===== src/rtl/dma_req_pkg.sv =====
package dma_req_pkg;

  typedef enum logic [2:0] {
    KIND_OFF,
    KIND_SLAVE,
    KIND_MASTER,
    KIND_PACED,
    KIND_HS,
    KIND_XHS
  } chanKind_t;

  typedef struct packed {
    logic busyNext;
    logic grantNext;
    logic pacedNext;
    logic hostReqNext;
    logic fillReqNext;
    logic complete;
  } ctlStrobe_t;

  function automatic chanKind_t decodeMode(input logic [2:0] code, input logic hsOk);
    chanKind_t k;
    case (code)
      3'b000:  k = KIND_SLAVE;
      3'b100:  k = KIND_MASTER;
      3'b110:  k = hsOk ? KIND_PACED : KIND_OFF;
      3'b010:  k = hsOk ? KIND_HS : KIND_OFF;
      3'b011:  k = hsOk ? KIND_XHS : KIND_OFF;
      default: k = KIND_OFF;
    endcase
    return k;
  endfunction

endpackage


===== src/rtl/dma_req_ctrl.sv =====
module dma_req_ctrl
  import dma_req_pkg::*;
#(
  parameter bit HS_CAPABLE = 1'b1
) (
  input  logic       clk,
  input  logic       rstN,
  input  logic [2:0] modeCode,
  input  logic       chanEnable,
  input  logic       dirTx,
  input  logic       bufFull,
  input  logic       bufEmpty,
  input  logic       extReq,
  input  logic       busAck,
  input  logic       busyQ,
  input  logic       cntNonZero,
  input  logic       cntIsOne,
  output ctlStrobe_t ctl
);

  chanKind_t kind;
  logic extReqPrev;
  logic extRise;
  logic bufReady;
  logic canStart;
  logic canRestart;
  logic strobeLive;

  assign kind       = decodeMode(modeCode, HS_CAPABLE);
  assign bufReady   = dirTx ? !bufFull : !bufEmpty;
  assign extRise    = extReq && !extReqPrev;
  assign strobeLive = (kind != KIND_PACED) || extReq;

  always_ff @(posedge clk) begin
    if (!rstN) extReqPrev <= 1'b0;
    else       extReqPrev <= extReq;
  end

  always_comb begin
    canStart   = 1'b0;
    canRestart = 1'b0;
    case (kind)
      KIND_MASTER: begin
        canStart   = bufReady && cntNonZero;
        canRestart = bufReady && cntNonZero && !cntIsOne;
      end
      KIND_PACED: begin
        canStart   = bufReady && cntNonZero && extReq;
        canRestart = bufReady && cntNonZero && !cntIsOne && extReq;
      end
      KIND_HS:  canStart = bufReady && extRise;
      KIND_XHS: canStart = extRise;
      default: ;
    endcase
  end

  always_comb begin
    ctl.complete = chanEnable && busyQ && busAck && strobeLive;
    if (!chanEnable || kind == KIND_OFF || kind == KIND_SLAVE) ctl.busyNext = 1'b0;
    else if (!busyQ)                                           ctl.busyNext = canStart;
    else if (ctl.complete)                                     ctl.busyNext = canRestart;
    else                                                       ctl.busyNext = 1'b1;
    ctl.grantNext   = (kind == KIND_HS) || (kind == KIND_XHS);
    ctl.pacedNext   = (kind == KIND_PACED);
    ctl.hostReqNext = chanEnable && (kind == KIND_SLAVE) && bufReady;
    ctl.fillReqNext = chanEnable && dirTx && !bufFull && (kind != KIND_OFF);
  end

endmodule


===== src/rtl/dma_req_datapath.sv =====
module dma_req_datapath
  import dma_req_pkg::*;
#(
  parameter int COUNT_W = 16
) (
  input  logic               clk,
  input  logic               rstN,
  input  ctlStrobe_t         ctl,
  input  logic               dirTx,
  input  logic               extReq,
  input  logic [COUNT_W-1:0] wordCount,
  output logic               busyQ,
  output logic               cntNonZero,
  output logic               cntIsOne,
  output logic               hostReq,
  output logic               grantOut,
  output logic               rdStrobe,
  output logic               wrStrobe,
  output logic               cntDec,
  output logic               donePulse,
  output logic               fillReq
);

  localparam logic [COUNT_W-1:0] ONE = COUNT_W'(1);

  logic grantQ, pacedQ, hostReqQ, fillReqQ;
  logic busStrobe;

  always_ff @(posedge clk) begin
    if (!rstN) begin
      busyQ    <= 1'b0;
      grantQ   <= 1'b0;
      pacedQ   <= 1'b0;
      hostReqQ <= 1'b0;
      fillReqQ <= 1'b0;
    end else begin
      busyQ    <= ctl.busyNext;
      grantQ   <= ctl.busyNext && ctl.grantNext;
      pacedQ   <= ctl.busyNext && ctl.pacedNext;
      hostReqQ <= ctl.hostReqNext;
      fillReqQ <= ctl.fillReqNext;
    end
  end

  assign cntNonZero = (wordCount != '0);
  assign cntIsOne   = (wordCount == ONE);
  assign busStrobe  = busyQ && !grantQ && (!pacedQ || extReq);

  assign hostReq   = hostReqQ;
  assign fillReq   = fillReqQ;
  assign grantOut  = busyQ && grantQ;
  assign rdStrobe  = busStrobe && dirTx;
  assign wrStrobe  = busStrobe && !dirTx;
  assign cntDec    = ctl.complete && cntNonZero;
  assign donePulse = cntDec && cntIsOne;

endmodule


===== src/rtl/dma_req_chan.sv =====
module dma_req_chan
  import dma_req_pkg::*;
#(
  parameter int COUNT_W    = 16,
  parameter bit HS_CAPABLE = 1'b1
) (
  input  logic               clk,
  input  logic               rstN,
  input  logic [2:0]         modeCode,
  input  logic               chanEnable,
  input  logic               dirTx,
  input  logic               bufFull,
  input  logic               bufEmpty,
  input  logic [COUNT_W-1:0] wordCount,
  input  logic               extReq,
  input  logic               busAck,
  output logic               hostReq,
  output logic               grantOut,
  output logic               rdStrobe,
  output logic               wrStrobe,
  output logic               cntDec,
  output logic               donePulse,
  output logic               fillReq
);

  ctlStrobe_t ctl;
  logic busyQ, cntNonZero, cntIsOne;

  dma_req_ctrl #(.HS_CAPABLE(HS_CAPABLE)) ctrlInst (
    .clk(clk), .rstN(rstN), .modeCode(modeCode), .chanEnable(chanEnable),
    .dirTx(dirTx), .bufFull(bufFull), .bufEmpty(bufEmpty), .extReq(extReq),
    .busAck(busAck), .busyQ(busyQ), .cntNonZero(cntNonZero),
    .cntIsOne(cntIsOne), .ctl(ctl)
  );

  dma_req_datapath #(.COUNT_W(COUNT_W)) dpInst (
    .clk(clk), .rstN(rstN), .ctl(ctl), .dirTx(dirTx), .extReq(extReq),
    .wordCount(wordCount), .busyQ(busyQ), .cntNonZero(cntNonZero),
    .cntIsOne(cntIsOne), .hostReq(hostReq), .grantOut(grantOut),
    .rdStrobe(rdStrobe), .wrStrobe(wrStrobe), .cntDec(cntDec),
    .donePulse(donePulse), .fillReq(fillReq)
  );

endmodule


===== config.mk =====
export PLATFORM = sky130hd
export DESIGN_NAME = dma_req_chan
export DESIGN_NICKNAME = d
export VERILOG_FILES = /design/src/rtl/dma_req_pkg.sv /design/src/rtl/dma_req_ctrl.sv /design/src/rtl/dma_req_datapath.sv /design/src/rtl/dma_req_chan.sv
export SDC_FILE = /design/constraint.sdc
export NUM_CORES = 1
export LEC_CHECK = 0
export ABC_CLOCK_PERIOD_IN_PS = 1900
export BUFFER_PORTS_ARGS = -buffer_cell sky130_fd_sc_hd__buf_2
export CAP_MARGIN = 20
export CORE_AREA = 2 2 39 41
export DETAILED_ROUTE_END_ITERATION = 10
export DIE_AREA = 0 0 41 43
export SLEW_MARGIN = 20
export SYNTH_ARGS = -nofsm -noshare
export SYNTH_HDL_FRONTEND = slang
export SYNTH_SLANG_ARGS = --single-unit
export TNS_END_PERCENT = 50

===== constraint.sdc =====
create_clock -name clk -period 1.9 [get_ports clk]
set_input_delay 0.19 -clock clk [delete_from_list [all_inputs] [get_ports clk]]
set_output_delay 0.19 -clock clk [all_outputs]
set_load 0.02 [all_outputs]

## After elaboration in Yosys (flattened, before gate mapping)

Cells that the tools add are included.

- Equal/unequal tests: 11
- Reduce and logical (&&, ||, !) cells: 40
- Multiplexer cells: 7

Operators by type and width:

| kind | count |
|---|---|
| $logic_and 1x1->1 | 23 |
| $eq 16x1->1 const B | 1 |
| $reduce_bool 16->1 | 1 |
| $pmux 3 s5 | 1 |
| $eq 3x2->1 const B | 4 |
| $eq 3x3->1 const B | 4 |
| $logic_not 1->1 | 8 |
| $logic_not 3->1 | 2 |
| $logic_or 1x1->1 | 5 |
| $mux 1 | 4 |
| $pmux 1 s4 | 1 |
| $eq 3x1->1 const B | 1 |
| $ne 3x2->1 const B | 1 |
| $reduce_bool 3->1 | 1 |
| $pmux 1 s2 | 1 |

- Input port bits: 27
- Register bits after elaboration: 6

## Depth between registers and ports, before layout

Gate-level depths: netlist (run 1).

- Word-level depth: 10
- Depth in mapped cells: 4
- Mapped depth without buffers: 4

## Cells and area by module

Synthesis (run 1) repeated with hierarchy kept, for this count alone.

- Cells, all modules: 45
- Area, all modules: 431.7 um2

By module, submodules not included:

| module | area each (um2) | cells an instance | instances |
|---|---|---|---|
| dma_req_datapath | 252.7 | 23 | 1 |
| dma_req_ctrl | 178.9 | 22 | 1 |

## Worst setup path after synthesis (run 1)

OpenSTA, ideal clock, no wires.

- Path kind: in2out
- Start: input wordCount[1]
- End: output donePulse
- Data arrival time: 1.076 ns
- Data required time: 1.710 ns
- Stages on the path: 3
- Setup slack: 0.634 ns
- Path buffers: 0
- Path through: nor4_1 nand4_1 nor3_1

- Word-level cells in the longest chain between the ends: 3
- Elaborated cells between the ends (all ways): 4
- Those cells by class: eq/ne (1); reduce/logical (3)

RTL lines:

| what | line | text |
|---|---|---|
| start: declaration | dma_req_chan.sv:14 | `input logic [COUNT_W-1:0] wordCount,` |
| $reduce_bool 16->1 | dma_req_datapath.sv:45 | `assign cntNonZero = (wordCount != '0);` |
| $logic_and 1x1->1 | dma_req_datapath.sv:54 | `assign cntDec = ctl.complete && cntNonZero;` |
| $logic_and 1x1->1 (*) | dma_req_datapath.sv:55 | `assign donePulse = cntDec && cntIsOne;` |
| end: declaration | dma_req_chan.sv:22 | `output logic donePulse,` |

Every way passes the cells marked *; elsewhere a longest branch is shown, timed or not.

## Final worst setup path (run 1)

- Start: register dpInst.busyQ
- End: output donePulse

- Word-level cells in the longest chain between the ends: 5

RTL lines:

| what | line | text |
|---|---|---|
| start: declaration | dma_req_datapath.sv:12 | `output logic busyQ,` |
| start signal: assignment | dma_req_datapath.sv:37 | `busyQ <= ctl.busyNext;` |
| $logic_and 1x1->1 (3 in series) | dma_req_ctrl.sv:58 | `ctl.complete = chanEnable && busyQ && busAck && strobeLive;` |
| $logic_and 1x1->1 | dma_req_datapath.sv:54 |  |
| $logic_and 1x1->1 | dma_req_datapath.sv:55 |  |

No other way between the ends.

==> results of run 1 <==
-- synthesized netlist by cell type (all sizes together) --
master and number:
a22oi 1, and4b 1, or3 2, o21ai 1, a2111oi 1, o2111ai 1, dfxtp 6, nand2b 5
inv 3, nor3b 1, nor3 4, a21oi 2, nand2 1, a21o 1, nor4b 1, o211ai 1
nor4 3, nand4 1, nor2 3, and2 2, mux2 1, and4bb 1
-- power by group --
part / leakage, nW / switching, mW / internal [mW] / total [mW]
Combinational: 0.225 / 0.0283 / 0.0343 / 0.0626
Clock: 0.0138 / 0.0497 / 0.0717 / 0.121
Sequential: 0.0487 / 0.00138 / 0.129 / 0.130
Total: 0.288 / 0.0794 / 0.235 / 0.314
-- registers in the layout, indices dropped and copies added, names as in the netlist --
register / cells
dpInst.grantQ: 1
dpInst.busyQ: 1
ctrlInst.extReqPrev: 1
dpInst.hostReq: 1
dpInst.pacedQ: 1
dpInst.fillReq: 1
-- final timing paths --
kind	from	cells past startpoint	slack (ns)	end
hold / removal	bufFull	2	0.12	dpInst.fillReq
hold reg to reg	ctrlInst.extReqPrev	3	0.67	dpInst.grantQ
setup / recovery	dpInst.busyQ	3	0.42	donePulse
setup reg to reg	dpInst.busyQ	3	0.90	dpInst.pacedQ
-- worst register-to-register path: stages (launching register included) --
cell and delay (ns):
dfxtp_1 0.37, nor4b_2 0.31, a22oi_2 0.12, a21oi_1 0.14
-- layer usage --
layer  vias up  track usage
met5         -            0
met4         0       0.0800
met3         5       0.0942
met2        10        0.209
met1       201        0.170
li1        235            -
-- logic make-up (layout without fill, tap and decap cells) --
logic type | count (synthesis) | count (layout)
simple gates | 25 | 25
compound gates | 8 | 8
mux | 1 | 1
flops | 6 | 6
buf+inv | 3 | 39
-- metrics by stage --
stage | utilization | worst slack, ns | cell area [µm²]
4_1_cts | 0.430 | 0.408 | 596
5_1_grt | 0.430 | 0.318 | 596
3_3_place_gp | 0.414 | 0.591 | 573
3_5_place_dp | 0.414 | 0.616 | 573
6_report | 0.430 | 0.425 | 596
2_1_floorplan | - | 0.634 | 388
-- layout make-up --
| class | instances | area (µm²) |
|---|---|---|
| clock buffer | 3 | 22.5 |
| timing repair buffer | 33 | 165 |
| sequential | 6 | 120 |
| tap | 16 | 20.0 |
| fill | 147 | 788 |
| multi-input combinational | 34 | 256 |
| inverter | 3 | 11.3 |
==> results.ini, run 1 <==
[run_status]
outcome=complete, no violations

[route]
post_drt_wl_per_cell_um=10.8
route.met3.wl_um=52
via_per_inst=4.75
highest_layer=met4
firstDrtPassIters=3
vias=451
remaining_drc_errors=0
wl_um=1030
initialDrtViolationCount=2
dr_wl_met2_um=525
wl_met1_um=430
ant_nets=0

[global_routing]
grt.total_usage=0.151
grt_pass1_wl_um=1670
overflow=0
grt_antenna_before_repair=0
grt_max_degree=8
grt_pass1_vias=396

[cells_and_area]
final_common_cell=buf_2
drive_above_1_share=0.557
instances_no_fill=95
nets=108
final_cell_mix=buf_2, dfxtp_1
diodes=0
area_delta_synth_final_pct=53.5

[placement]
placedCellCount=92
place_congestion=0.763
numPortBuffers=33
dp_hpwl_um=868

[setup_path]
crit_type=flop to output port
cp.required_ns=1.71
cp-start-kind=flop
cp_data_arrival_time_ns=1.29
worstPathCellList=o2111ai_1 > nor3_1 > buf_2
max_stage_delay_ns=0.45
cpMaxStageDelayCell=dfxtp_1
crit_path_end_kind=output port
critical_path.top_delay_family=flip-flops
path_buf_inv=1
path_max_fanout=7

[sta]
post-route-period-util=0.777
maxSlewViolCount=0
setup_viol=0
skew_ns=0.000636
rsz0062_at_grt=false
finalSetupTns_ns=0
final_hold_viol_count=0
worst_pin_slew_ns=0.316
period_minus_slack_ns=1.48
fmax_ghz=0.678
hold_ws_ns=0.120
max-slew-margin-rel=0.784

[floorplanning]
start_util=0.280
dieArea_um2=1760
core-area_um2=1380
ios=34
die_width_um=41
num_rows=14
chipHeight_um=43

[yosys]
synthMuxAreaShare=0.0387
synth-seq-cells=6
synthCells=43
synthSimpleGateAreaFrac=0.468
synth_top_cell_by_area=dfxtp_1
yosys_warnings=0
synth_area_um2=388
yosys.area.top_type_share=0.310
synth_xor_area_frac=0
syn_avg_cell_area_um2=9.02
synthTopCellsByArea=dfxtp_1, nand2b_1, nor4_1, nor3_1, mux2_4
synth_top_family_by_area=simple AND/OR/NAND/NOR gates
seq_area_frac_synth=0.310
synth_compound_area_frac=0.155
synth_cell_types=25
synth_adder_area_share=0
syn-num-nets=70

[power]
p_leak_nw=0.288
finalPower_mw=0.314
p_per_area_nw_per_um2=527
vdd_drop_max_v=0.000273

[clocking]
cts_buffers=3
clkSinkCount=6
cts_root_buf=clkbuf_4
cts_hold_buf=0
clockBufferDepth=2
cts_tree=yes
clk_latency_ns=0.25
cts_htree_levels=1
clkTransAtPathRegs_ns=0.05
post_cts_resized=0
post_cts_buffers=0

[min_path]
hold_class=input pin to flop

[flow_run]
maxCapViolations=0

No activity file was read; power rests on OpenSTA's default activity.
==> run 2: changes to the inputs <==
--- a/config.mk
+++ b/config.mk
@@ -5,12 +5,14 @@
 export SDC_FILE = /design/constraint.sdc
 export NUM_CORES = 1
 export LEC_CHECK = 0
-export ABC_CLOCK_PERIOD_IN_PS = 1900
+export ABC_AREA = 1
+export ABC_CLOCK_PERIOD_IN_PS = 1500
 export BUFFER_PORTS_ARGS = -buffer_cell sky130_fd_sc_hd__buf_2
 export CAP_MARGIN = 20
 export CORE_AREA = 2 2 39 41
 export DETAILED_ROUTE_END_ITERATION = 10
 export DIE_AREA = 0 0 41 43
+export PLACE_DENSITY = 0.7
 export SLEW_MARGIN = 20
 export SYNTH_ARGS = -nofsm -noshare
 export SYNTH_HDL_FRONTEND = slang
==> constraint.sdc (replaced) <==
create_clock -name clk -period 1.5 [get_ports clk]
set_input_delay 0.15 -clock clk [delete_from_list [all_inputs] [get_ports clk]]
set_output_delay 0.15 -clock clk [all_outputs]
set_load 0.02 [all_outputs]
==> run 2 against run 1 <==
Setup slack got worse by 0.29 ns. Sequential cell count unchanged. Sequential power increased by 26%. Critical path depth increased by 2. Clock power increased by 18%. First-iteration DRC count increased to 6.0 times the previous value. Synthesized area increased by 16%. Routed wire length increased by 3.1%. Global-route usage increased by 0.82 points. Combinational power increased by 41%. Synthesized cell count increased by 88%. Hold slack improved by 0.011 ns. Largest power group unchanged. Highest routed layer is now met3.
==> results.ini, run 2 <==
[sta]
max-slew-margin-rel=0.865
finalSetupTns_ns=0
final_hold_viol_count=0
post-route-period-util=0.908
skew_ns=0.00289
worst_pin_slew_ns=0.201
maxSlewViolCount=0
setup_viol=0
rsz0062_at_grt=false
fmax_ghz=0.734
period_minus_slack_ns=1.36

[cells_and_area]
drive_above_1_share=0.393
instances_no_fill=133
area_delta_synth_final_pct=46.0
final_common_cell=buf_2
diodes=0
nets=146
fillers=156
final_cell_mix=buf_2, nand2_1, nor2_1

[clocking]
cts_tree=yes
post_cts_resized=0
cts_root_buf=clkbuf_4
cts_hold_buf=0
clk_latency_ns=0.24
cts_buffers=3
clockBufferDepth=2
clkSinkCount=6
cts_htree_levels=1
clkTransAtPathRegs_ns=0.04
post_cts_buffers=0

[yosys]
synthTopCellsByArea=dfxtp_1, nand2_1, nor2_1, inv_1, nor2_2
yosys.area.top_type_share=0.266
yosys_warnings=0
synth_area_um2=452
syn_avg_cell_area_um2=5.58
ys_top_cells_by_count=nand2_1, nor2_1, inv_1
synth_edf_count=0
yosysMostFrequentCell=nand2_1
synth_cell_types=17
syn-num-nets=108
synth-seq-cells=6
synth_top_cell_by_area=dfxtp_1
ys_async_sr_fraction=0
seq_area_frac_synth=0.266
ys_dominant_reg_cell=dfxtp_1
synthCells=81

[global_routing]
overflow=0
grt_pass1_wl_um=1930
grt.total_usage=0.159
grt_max_degree=6
grt_antenna_before_repair=0
grt_pass1_vias=550

[setup_path]
max_stage_delay_ns=0.37
path_buf_inv=1
cp-start-kind=flop
cp_data_arrival_time_ns=1.21
ff2ff_path_depth=7
path_max_fanout=4
crit_path_end_kind=output port
cpMaxStageDelayCell=dfxtp_1
rr_startpoint=dpInst.busyQ
r2r_end=dpInst.busyQ
critical_path.top_delay_family=simple AND/OR/NAND/NOR gates
crit_type=flop to output port
worstPathCellList=nand2_1 > nor2_1 > nand3_1 > nor2_2 > buf_2
r2r_slack_ns=0.43
cp.required_ns=1.35

[floorplanning]
dieArea_um2=1760
chipHeight_um=43
num_rows=14
ios=34
die_width_um=41
start_util=0.326
core-area_um2=1380

[flow_run]
maxCapViolations=0

[placement]
placedCellCount=130
dp_hpwl_um=958
numPortBuffers=33
place_congestion=0.832

[route]
vias=587
via_per_inst=4.41
initialDrtViolationCount=12
remaining_drc_errors=0
wl_um=1060
ant_nets=0
firstDrtPassIters=4
post_drt_wl_per_cell_um=7.98

[min_path]
hp-start=rstN
whs_path_depth=3
hold_path_end=ctrlInst.extReqPrev
hold_class=input pin to flop

[run_status]
outcome=complete, no violations

[power]
vdd_drop_max_v=0.000412
p_per_area_nw_per_um2=600
p_leak_nw=0.391

[run 2: cell types whose count changed after synthesis, sizes merged, moves of 2 or more]
cell	change
inv	+14
nand2	+20
nand2b	-5
nand3	+5
nor2	+19
nor3	-2
nor4	-3
or3	-2
[run 2: cells by family after synthesis]
| logic type | count (synthesis) | share of synthesized area |
|---|---|---|
| and+or+nand+nor | 54 | 0.543 |
| buffers and inverters | 17 | 0.141 |
| DFF | 6 | 0.266 |
| AOI/OAI and AO/OA | 4 | 0.0498 |
[run 2: power breakdown]
group          switching [mW]  total, mW  internal [mW]
Combinational          0.0449     0.0883         0.0434
Sequential            0.00101      0.164          0.163
Clock                  0.0530      0.143         0.0901
[run 2: how the worst max path moves through the flow]
stage | start | to | slack, ns | cells past startpoint
2_1_floorplan | dpInst.busyQ | dpInst.grantQ | 0.38 | 7
3_3_place_gp | dpInst.busyQ | donePulse | 0.42 | 5
3_5_place_dp | dpInst.busyQ | donePulse | 0.39 | 5
4_1_cts | dpInst.busyQ | donePulse | 0.12 | 5
5_1_grt | dpInst.busyQ | donePulse | 0.02 | 5
6_report | dpInst.busyQ | donePulse | 0.14 | 5
[run 2: through the flow]
| stage | hold WS [ns] | utilization | setup slack, ns | instance area (µm²) | power, mW |
|---|---|---|---|---|---|
| finish | 0.131 | 0.476 | 0.138 | 659 | 0.395 |
| global route | 0.140 | 0.476 | 0.0221 | 659 | 0.432 |
| CTS | 0.122 | 0.476 | 0.117 | 659 | 0.405 |
| global placement | 0.378 | 0.460 | 0.422 | 637 | 0.254 |
| floorplan | 0.243 | - | 0.380 | 452 | 0.209 |
| detailed placement | 0.375 | 0.460 | 0.391 | 637 | 0.256 |
[run 2: area by class of cell]
class,count,area [µm²],area share
multi-input combinational,58,268,0.406
sequential,6,120,0.182
clock buffer,3,22.5,0.0342
tap,16,20.0,0.0304
inverter,17,63.8,0.0968
timing repair buffer,33,165,0.250
[run 2: worst reg2reg max path, delay by kind of cell, from the launching register on]
kind,cells,cell delay (ns)
buf+inv,1,0.05
flops,1,0.37
simple gates,6,0.54
[run 2: layer usage]
metal,vias up,global-route usage,wire [µm]
met5,-,0,0
met4,0,0.0400,0
met3,0,0.0785,67
met2,15,0.253,536
met1,260,0.181,458
li1,312,-,-
==> run 3: changes to the inputs <==
--- a/config.mk
+++ b/config.mk
@@ -6,13 +6,12 @@
 export NUM_CORES = 1
 export LEC_CHECK = 0
 export ABC_AREA = 1
-export ABC_CLOCK_PERIOD_IN_PS = 1500
+export ABC_CLOCK_PERIOD_IN_PS = 1200
 export BUFFER_PORTS_ARGS = -buffer_cell sky130_fd_sc_hd__buf_2
 export CAP_MARGIN = 20
-export CORE_AREA = 2 2 39 41
+export CORE_UTILIZATION = 34
 export DETAILED_ROUTE_END_ITERATION = 10
-export DIE_AREA = 0 0 41 43
-export PLACE_DENSITY = 0.7
+export PLACE_DENSITY = 0.73
 export SLEW_MARGIN = 20
 export SYNTH_ARGS = -nofsm -noshare
 export SYNTH_HDL_FRONTEND = slang
==> constraint.sdc (replaced) <==
create_clock -name clk -period 1.2 [get_ports clk]
set_input_delay 0.12 -clock clk [delete_from_list [all_inputs] [get_ports clk]]
set_output_delay 0.12 -clock clk [all_outputs]
set_load 0.02 [all_outputs]
==> run 3 against run 2 <==
The flow now finishes with violations (setup timing). Die area decreased by 16%. Via count increased by 4.3%. Largest power group unchanged. Highest routed layer is now met4. Clock skew decreased by 0.0022 ns. Sequential power increased by 25%. Register-to-register slack got worse by 0.35 ns. Power increased by 29%.
==> results.ini, run 3 (synthesis results as in run 2) <==
[cells_and_area]
nets=149
area_delta_synth_final_pct=57.9
diodes=0
instances_no_fill=134
fillers=109
final_cell_mix=buf_2, nand2_1, nor2_1
final_common_cell=buf_2
drive_above_1_share=0.467
final_area_um2=713

[clocking]
clkSinkCount=6
clkTransAtPathRegs_ns=0.05
clk_latency_ns=0.24
cts_tree=yes
cts_hold_buf=0
cts_buffers=3
cts_htree_levels=1
cts_root_buf=clkbuf_4
clockBufferDepth=2

[sta]
post-route-period-util=1.01
worst_pin_slew_ns=0.167
timing.final.ws_setup_ns=-0.00920
final_hold_viol_count=0
skew_ns=0.000650
setup_viol=2
rsz0062_at_grt=true
maxSlewViolCount=0
period_minus_slack_ns=1.21
hold_ws_ns=0.0933
max-slew-margin-rel=0.887
fmax_ghz=0.827
finalSetupTns_ns=-0.0168

[floorplanning]
start_util=0.386
dieArea_um2=1480
die_width_um=38.5
num_rows=12
ios=34
chipHeight_um=38.5
core-area_um2=1170

[setup_path]
path_max_fanout=2
rr_startpoint=dpInst.busyQ
crit_type=flop to output port
crit_path_end_kind=output port
cp_data_arrival_time_ns=1.09
worstPathCellList=nand2_2 > nor2_2 > nand3_1 > nor2_2 > buf_6
path_common_cell=nor2_2
r2r_slack_ns=0.08
cp.required_ns=1.08
max_stage_delay_ns=0.32
cpMaxStageDelayCell=dfxtp_2
cp-start-kind=flop
critPathLaunch=dpInst.busyQ

[flow_run]
maxCapViolations=0

[route]
initialDrtViolationCount=17
vias=612
remaining_drc_errors=0
post_drt_wl_per_cell_um=8.97
wl_um=1200
ant_nets=0
via_per_inst=4.57
firstDrtPassIters=4

[placement]
numPortBuffers=33
dp_hpwl_um=922
place_congestion=0.881
placedCellCount=128
place_area_um2=634

[global_routing]
grt.total_usage=0.205
grt_max_degree=6
overflow=0
grt_antenna_before_repair=0
grt_pass1_vias=560
grt_pass1_wl_um=2080

[power]
vdd_drop_max_v=0.000623
p_per_area_nw_per_um2=714
p_leak_nw=0.412
finalPower_mw=0.510

[run_status]
violations=setup timing
outcome=finished with violations

[min_path]
hp-start=rstN
hold_class=input pin to flop

[run 3: cell types whose count changed in the layout (fill, tap and decap cells not counted)]
cell     delta
buf_4       +5
buf_2       -4
and2_1      -2
and2_4      +2
buf_6       +2
nand2_1     -2
nand2_2     +2
nor2_1      -2
nor2_2      +2
dfxtp_1     -1
dfxtp_2     +1
[run 3: final timing paths]
kind / to / cells past startpoint
worst max-delay path: donePulse / 5
worst min-delay path: ctrlInst.extReqPrev / 3
worst max register to register: dpInst.grantQ / 8
worst min register to register: dpInst.busyQ / 5
[run 3: area by class of cell]
type,count,area [µm²],area share
clock buffer,3,22.5,0.0316
tap,14,17.5,0.0246
timing repair buffer,36,205,0.288
sequential,6,121,0.170
inverter,17,63.8,0.0895
multi-input combinational,58,283,0.396
[run 3: timing repair]
| action | in CTS | in global routing |
|---|---|---|
| setup endpoints to repair | 2 | 7 |
| pin swaps | 6 | 4 |
| resized for setup | 6 | 7 |
| buffers inserted | 4 | 0 |
[run 3: per-layer routing]
layer | track usage | part of all wire
met3 | 0.0523 | 0.082
met4 | 0.0776 | 0.010
met2 | 0.390 | 0.51
met5 | 0 | 0
met1 | 0.211 | 0.40
[run 3: power breakdown]
part / leakage [nW] / switching, mW / internal (mW) / total (mW)
registers: 0.0492 / 0.000990 / 0.204 / 0.205
logic: 0.349 / 0.0604 / 0.0561 / 0.117
clock network: 0.0138 / 0.0752 / 0.113 / 0.188
[run 3: critical path: cells and delay by family, from the launching register on]
family | cells | cell delay, ns
DFF | 1 | 0.32
buffers and inverters | 1 | 0.14
and+or+nand+nor | 4 | 0.38
[run 3: metrics by stage]
step | worst slack, ns | util
floorplan | 0.0797 | -
finish | -0.00920 | 0.609
global placement | 0.160 | 0.542
global route | -0.0545 | 0.609
CTS | -0.0523 | 0.600
detailed placement | 0.126 | 0.542
